$ cat config.mk
export PLATFORM = sky130hd
export DESIGN_NAME = conv_ready_ctrl
export DESIGN_NICKNAME = d
export VERILOG_FILES = /design/src/rtl/cvr_pkg.sv /design/src/rtl/cvr_ctrl.sv /design/src/rtl/cvr_datapath.sv /design/src/rtl/conv_ready_ctrl.sv
export SDC_FILE = /design/constraint.sdc
export NUM_CORES = 1
export LEC_CHECK = 0
export BUFFER_PORTS_ARGS = -buffer_cell sky130_fd_sc_hd__clkbuf_2
export CORE_MARGIN = 1
export CORE_UTILIZATION = 40
export DETAILED_ROUTE_END_ITERATION = 7
export GPL_ROUTABILITY_DRIVEN = 1
export PLACE_DENSITY = 0.73
export RECOVER_POWER = 50
export SYNTH_ARGS = -nofsm -noshare
export SYNTH_HDL_FRONTEND = slang
export SYNTH_SLANG_ARGS = --single-unit
$ cat constraint.sdc
create_clock -name clk -period 0.8 [get_ports clk]
set_input_delay 0 -clock clk [delete_from_list [all_inputs] [get_ports clk]]
set_output_delay 0 -clock clk [all_outputs]
set_load 0.01 [all_outputs]
$ cat src/rtl/cvr_pkg.sv
package cvr_pkg;

  // Strobes passed from the control to the datapath each cycle.
  typedef struct packed {
    logic loadCfg;      // capture rate/gain fields
    logic latchResult;  // capture converter result
  } cvrStrobes_t;

endpackage

$ cat src/rtl/cvr_ctrl.sv
module cvr_ctrl
  import cvr_pkg::*;
(
  input  logic        clk,
  input  logic        rstN,
  input  logic        cfgWrEn,
  input  logic        cfgMode,
  input  logic        cfgRdy,
  input  logic        convDone,
  input  logic        resultRead,
  output cvrStrobes_t strobes,
  output logic        startReq,
  output logic        modeOut,
  output logic        rdyOut
);

  logic modeQ;
  logic rdyQ;
  logic startQ;
  logic cfgStart;
  logic autoRestart;
  logic rdyNext;

  // A write with the request bit set always starts a conversion.
  assign cfgStart    = cfgWrEn && cfgRdy;
  // Continuous mode restarts after each done pulse unless a write takes over.
  assign autoRestart = convDone && modeQ && !cfgWrEn;

  always_comb begin
    rdyNext = rdyQ;
    if (cfgStart) begin
      rdyNext = 1'b1;
    end else if (convDone) begin
      rdyNext = 1'b0;
    end else if (resultRead && modeQ) begin
      rdyNext = 1'b1;
    end
  end

  always_comb begin
    strobes.loadCfg     = cfgWrEn;
    strobes.latchResult = convDone;
  end

  always_ff @(posedge clk) begin
    if (!rstN) begin
      modeQ  <= 1'b0;
      rdyQ   <= 1'b1;
      startQ <= 1'b0;
    end else begin
      if (cfgWrEn) begin
        modeQ <= cfgMode;
      end
      rdyQ   <= rdyNext;
      startQ <= cfgStart || autoRestart;
    end
  end

  assign startReq = startQ;
  assign modeOut  = modeQ;
  assign rdyOut   = rdyQ;

  AST_WRITE_STARTS: assert property (@(posedge clk) disable iff (!rstN)
    cfgWrEn && cfgRdy |=> startReq && rdyOut && (modeOut == $past(cfgMode)));
  AST_IDLE_WRITE_NO_START: assert property (@(posedge clk) disable iff (!rstN)
    cfgWrEn && !cfgRdy |=> !startReq);
  AST_DONE_CLEARS_RDY: assert property (@(posedge clk) disable iff (!rstN)
    convDone && !(cfgWrEn && cfgRdy) |=> !rdyOut);
  AST_CONT_RESTART: assert property (@(posedge clk) disable iff (!rstN)
    convDone && modeOut && !cfgWrEn |=> startReq);
  AST_SINGLE_READ_HOLD: assert property (@(posedge clk) disable iff (!rstN)
    resultRead && !modeOut && !convDone && !cfgWrEn |=> $stable(rdyOut));
  AST_CONT_READ_SETS: assert property (@(posedge clk) disable iff (!rstN)
    resultRead && modeOut && !convDone && !cfgWrEn |=> rdyOut);

endmodule

$ cat src/rtl/cvr_datapath.sv
module cvr_datapath
  import cvr_pkg::*;
#(
  parameter int RESULT_W = 18,
  parameter int RATE_W   = 2,
  parameter int GAIN_W   = 2
) (
  input  logic                clk,
  input  logic                rstN,
  input  cvrStrobes_t         strobes,
  input  logic [RATE_W-1:0]   cfgRate,
  input  logic [GAIN_W-1:0]   cfgGain,
  input  logic [RESULT_W-1:0] convResult,
  output logic [RESULT_W-1:0] resultOut,
  output logic [RATE_W-1:0]   rateOut,
  output logic [GAIN_W-1:0]   gainOut
);

  localparam int FIELDS_W = RATE_W + GAIN_W;

  logic [RESULT_W-1:0] resultQ;
  logic [FIELDS_W-1:0] fieldsQ;

  always_ff @(posedge clk) begin
    if (!rstN) begin
      resultQ <= '0;
      fieldsQ <= '0;
    end else begin
      if (strobes.latchResult) begin
        resultQ <= convResult;
      end
      if (strobes.loadCfg) begin
        fieldsQ <= {cfgRate, cfgGain};
      end
    end
  end

  assign resultOut = resultQ;
  assign rateOut   = fieldsQ[FIELDS_W-1:GAIN_W];
  assign gainOut   = fieldsQ[GAIN_W-1:0];

  AST_RESULT_LATCH: assert property (@(posedge clk) disable iff (!rstN)
    strobes.latchResult |=> resultOut == $past(convResult));
  AST_FIELDS_LOAD: assert property (@(posedge clk) disable iff (!rstN)
    strobes.loadCfg |=> (rateOut == $past(cfgRate)) && (gainOut == $past(cfgGain)));
  AST_RESULT_HOLD: assert property (@(posedge clk) disable iff (!rstN)
    !strobes.latchResult |=> $stable(resultOut));

endmodule

$ cat src/rtl/conv_ready_ctrl.sv
module conv_ready_ctrl
  import cvr_pkg::*;
#(
  parameter int RESULT_W = 18,
  parameter int RATE_W   = 2,
  parameter int GAIN_W   = 2
) (
  input  logic                clk,
  input  logic                rstN,
  input  logic                cfgWrEn,
  input  logic                cfgMode,
  input  logic                cfgRdy,
  input  logic [RATE_W-1:0]   cfgRate,
  input  logic [GAIN_W-1:0]   cfgGain,
  input  logic                convDone,
  input  logic [RESULT_W-1:0] convResult,
  input  logic                resultRead,
  output logic                startReq,
  output logic [RESULT_W-1:0] resultOut,
  output logic                modeOut,
  output logic                rdyOut,
  output logic [RATE_W-1:0]   rateOut,
  output logic [GAIN_W-1:0]   gainOut
);

  cvrStrobes_t strobes;

  cvr_ctrl ctrl_i (
    .clk        (clk),
    .rstN       (rstN),
    .cfgWrEn    (cfgWrEn),
    .cfgMode    (cfgMode),
    .cfgRdy     (cfgRdy),
    .convDone   (convDone),
    .resultRead (resultRead),
    .strobes    (strobes),
    .startReq   (startReq),
    .modeOut    (modeOut),
    .rdyOut     (rdyOut)
  );

  cvr_datapath #(
    .RESULT_W (RESULT_W),
    .RATE_W   (RATE_W),
    .GAIN_W   (GAIN_W)
  ) datapath_i (
    .clk        (clk),
    .rstN       (rstN),
    .strobes    (strobes),
    .cfgRate    (cfgRate),
    .cfgGain    (cfgGain),
    .convResult (convResult),
    .resultOut  (resultOut),
    .rateOut    (rateOut),
    .gainOut    (gainOut)
  );

endmodule

# After elaboration in Yosys (flattened, before gate mapping)

Index checks and enable logic that the tools add are counted.

Memories: 0
Memory bits (writable): 0
Bits in latches: 0
Register bits after elaboration: 25
Bits in read-only memories: 0

Mux-type cells: 2
Reduce and logical (&&, ||, !) cells: 8
Magnitude comparators: 0
Equality and inequality tests: 0
Multipliers: 0
Bitwise gates (word level): 1
Shift operators: 0
Divide/modulo/power cells: 0
Add/subtract/negate cells: 0

Operators with widths:

| operator          | count |
|---|---|
| $logic_and 1x1->1 | 4 |
| $mux 1            | 2 |
| $reduce_bool 2->1 | 1 |
| $reduce_or 2->1   | 1 |
| $logic_not 1->1   | 1 |
| $logic_or 1x1->1  | 1 |
| $not 1->1         | 1 |

# Logic depth before layout (Yosys ltp)

Depth in word-level cells: 3
Mapped depth: 3

# Modules after synthesis

From an unflattened synthesis, not the netlist that was laid out.

Cells, all modules: 83
Area, all modules: 964.7 µm²

By module, submodules not included:

| module       | sequential area each (µm²) | times used | area an instance (µm²) | cells each |
|---|---|---|---|---|
| cvr_datapath | 440.4                      | 1          | 842.1                  | 71 |
| cvr_ctrl     | 60.1                       | 1          | 122.6                  | 12 |

# Worst setup path after synthesis

Ideal clock, no wire load.

Path kind: flip-flop to flip-flop
From: reg ctrl_i.modeQ, in the netlist ctrl_i.modeOut
To: reg ctrl_i.rdyQ, in the netlist ctrl_i.rdyOut
Period minus slack after synthesis: 677 ps
Path slack: 123 ps
Stages on the path, launching flop included: 3
Data required time: 721 ps
Arrival time: 598 ps
Library setup time: 79 ps
Path through: dfxtp_1 > a21oi_1 > o211ai_1

Longest elaborated chain between the ends: 2

Ends and longest elaborated chain:

| item                        | RTL line       | source |
|---|---|---|
| start: declaration          | cvr_ctrl.sv:17 | `logic modeQ;` |
| start signal: assignment    | cvr_ctrl.sv:52 | `modeQ <= cfgMode;` |
| $logic_and 1x1->1           | cvr_ctrl.sv:35 | `end else if (resultRead && modeQ) begin` |
| $reduce_bool 2->1 (no line) | --             |  |
| end signal: assignment      | cvr_ctrl.sv:54 | `rdyQ <= rdyNext;` |
| end: declaration            | cvr_ctrl.sv:18 | `logic rdyQ;` |

Every way passes these cells.
A chain may end at the register's enable or synchronous reset.

# Final worst setup path

From: reg ctrl_i.modeQ, in the netlist ctrl_i.modeOut
To: out modeOut

RTL lines:

| item             | RTL line              | source |
|---|---|---|
| end: declaration | conv_ready_ctrl.sv:20 | `output logic modeOut,` |

No word-level cell between the ends.

==> flow_metrics.tcl <==
set metrics [dict create \
    wl_met1_um 917 \
    globalRouteOverflowTotal 0 \
    synth_commonest_cells "25 x dfxtp_1, 23 x mux2i_1, 23 x nor2b_1, 2 x buf_2, 2 x buf_6" \
    maxSlewHeadroom 0.751 \
    worstMarginPinSlew_ns 0.374 \
    status "complete, no violations" \
    grt_max_degree 26 \
    clk_root_buffer_cell "clkbuf_4" \
    vias_per_cell 4.51 \
    power_switching_mw 0.588 \
    powerDensity_nw_per_um2 1460 \
    hpwl_um 1290 \
    fp.dieH_um 50.6 \
    die_x_um 50.6 \
    ios 54 \
    die_area_um2 2560 \
    hold_class "input port to flip-flop" \
    via_count 852 \
    yosys_warnings 0 \
    path_max_fanout 3 \
    cts-htree-levels 1 \
    arrival_ns 0.79 \
    drc_errors 0 \
    met3_length_um 138 \
    ant_nets 0 \
    critical_path_class "flip-flop to primary output" \
    synth_most_common_cell "dfxtp_1" \
    start_kind "flip-flop" \
    critPathCaptureType "primary output" \
    period_needed_ns 0.785 \
    maxSlewViolCount 0 \
    clock_path_buffers 2 \
    final_area_um2 1690 \
    holdWs_ns 0.0639 \
    synth_mux_area_frac 0.243 \
    gp_congestion 0.700 \
    internal-power_mw 1.88 \
    antenna_found_initial 0 \
    setup_violations 0 \
    synth_cell_types 11 \
    syn_avg_cell_area_um2 11.7 \
    dr.pass1.iters 3 \
    port_buffers 53 \
    holdCritStartpoint "cfgWrEn" \
    pwr-share-clk 0.218 \
    clkSinkCount 25 \
    rsz0062_at_grt "yes" \
    wl_met2_um 1240 \
    synthTopCellsByArea "dfxtp_1 53%, mux2i_1 24%, nor2b_1 15%, buf_6 2.4%, buf_2 1.1%" \
    critPathRequiredTime_ns 0.80 \
    core_um2 2210 \
    synthCells 81 \
    hold_viol 0 \
    synth_xor_area_frac 0 \
    grt_pass1_vias 810 \
    syn_area_um2 946 \
    ys_seq_elements 25 \
    seqPwrFrac 0.561 \
    drt-initial-drc-count 1 \
    initial_core_util 0.428 \
    max_freq_ghz 1.27 \
    synth_compound_gate_area_share 0.0212 \
    switching_share 0.238 \
    n_antenna_cell 0 \
    skew_ns 0.000763 \
    cts_made_buffers 3 \
    synthSimpleGateAreaFrac 0.164 \
    power_leakage_nw 0.804 \
    critical_path_depth 1 \
    r2r_start "ctrl_i.modeOut$_SDFFE_PN0P_" \
    netlist.area_leader.share 0.529 \
    synth-main-ff-cell "dfxtp_1" \
    grt_pass1_wl_um 3130 \
    maxCapViolCount 0 \
    cpPeakStageDelay_ns 0.38 \
    finalCritPeriodShare 0.982 \
    row_count 17 \
    totalWireLength_um 2310 \
    critPathTopFamily "flip-flops" \
    synth_fp_nets 110 \
    synthAdderAreaFrac 0 \
    path_clk_slew_ns 0.13 \
    nets 191 \
    clk_latency_ns 0.30 \
    p_comb_frac 0.221 \
    hold_depth 3 \
    synth_top_area_cell "dfxtp_1" \
    utilization 0.762 \
    tns_ns 0 \
    slowest_stage "dfxtp_2" \
    syn_to_final_growth_pct 78.3 \
    cts_tree "yes" \
    startpoint "ctrl_i.modeOut$_SDFFE_PN0P_" \
    placed_cell_area_um2 1230 \
    grt_usage 0.163 \
    highest_layer "met4" \
    drive_gt1_frac 0.522 \
    peakVddDrop_v 0.00103 \
    synth-seq-area-share 0.529 \
    path_cells "buf_6" \
    synth_top_family_by_area "multiplexers" \
    ys_async_sr_fraction 0 \
    synth_edf_count 0 \
    wl_per_cell_um 12.2 \
    ff2ff_path_depth 3 \
    fill_cells 165 \
    crit_buf_inv 1 \
]
## sequential cells by signal (all words and copies together) (netlist names)
name / cells
datapath_i.fieldsQ: 4
ctrl_i.startReq: 1
ctrl_i.rdyOut: 1
datapath_i.resultOut: 18
ctrl_i.modeOut: 1
## area by class of cell
cell class	instances	area [µm²]	share of cell area
Tap cell	28	35.0	0.0208
Clock buffer	4	26.3	0.0156
Multi-Input combinational cell	51	405	0.240
Sequential cell	25	532	0.315
Timing Repair Buffer	81	688	0.408
## path summary, 6_finish.rpt
| check | end | slack, ns |
|---|---|---|
| worst min-delay path | ctrl_i.startReq$_SDFF_PN0_ | 0.06 |
| worst min register to register | datapath_i.resultOut[9]$_SDFFE_PN0P_ | 0.54 |
| worst max register to register | ctrl_i.modeOut$_SDFFE_PN0P_ | 0.03 |
| worst max-delay path | modeOut | 0.01 |
## what timing repair did
item | 4_1_cts | 5_1_grt
hold buffers | 25 | 0
buffers inserted | 1 | 1
resized for setup | 16 | 55
endpoints found under the hold margin | 25 | 0
endpoints found under the setup margin | 16 | 25
## metal layers
metal / vias to the layer above / track usage
met5: - / 0
met4: 0 / 0.0833
met3: 2 / 0.0364
met2: 32 / 0.316
met1: 390 / 0.158
li1: 428 / -
## stage by stage
| stage | power [mW] | cells | setup WS, ns |
|---|---|---|---|
| global route | 2.59 | 189 | -0.0236 |
| finish | 2.47 | 189 | 0.0147 |
| CTS | 2.40 | 188 | -0.0133 |
| floorplan | 1.59 | 81 | 0.123 |
| detailed placement | 1.75 | 158 | 0.0956 |
| global placement | 1.73 | 158 | 0.125 |
## kinds of logic (layout without fill, tap and decap cells)
kind of cell           count (synthesis)  after routing
DFF                                   25             25
buffers and inverters                  5             85
muxes                                 23             23
and+or+nand+nor                       25             25
AOI/OAI and AO/OA                      3              3
## power by group through the flow
stage	clock, mW	combinational, mW	sequential [mW]
floorplan	0	0.167	1.42
global placement	0	0.352	1.38
detailed placement	0	0.361	1.38
CTS	0.570	0.462	1.37
global route	0.616	0.584	1.39
finish	0.539	0.545	1.39
## placed cells by master (no fill, tap or decap)
cell	netlist	final
a21boi_1	1	1
a21oi_1	1	1
buf_12	0	1
buf_2	2	2
buf_4	1	2
buf_6	2	22
clkbuf_1	0	1
clkbuf_2	0	29
clkbuf_4	0	3
dfxtp_2	0	25
dlygate4sd3_1	0	25
mux2i_1	23	23
nand2_1	1	1
nand3b_1	1	1
nor2b_1	23	23
o211ai_1	1	1
Power figures use the tool's default switching activity.
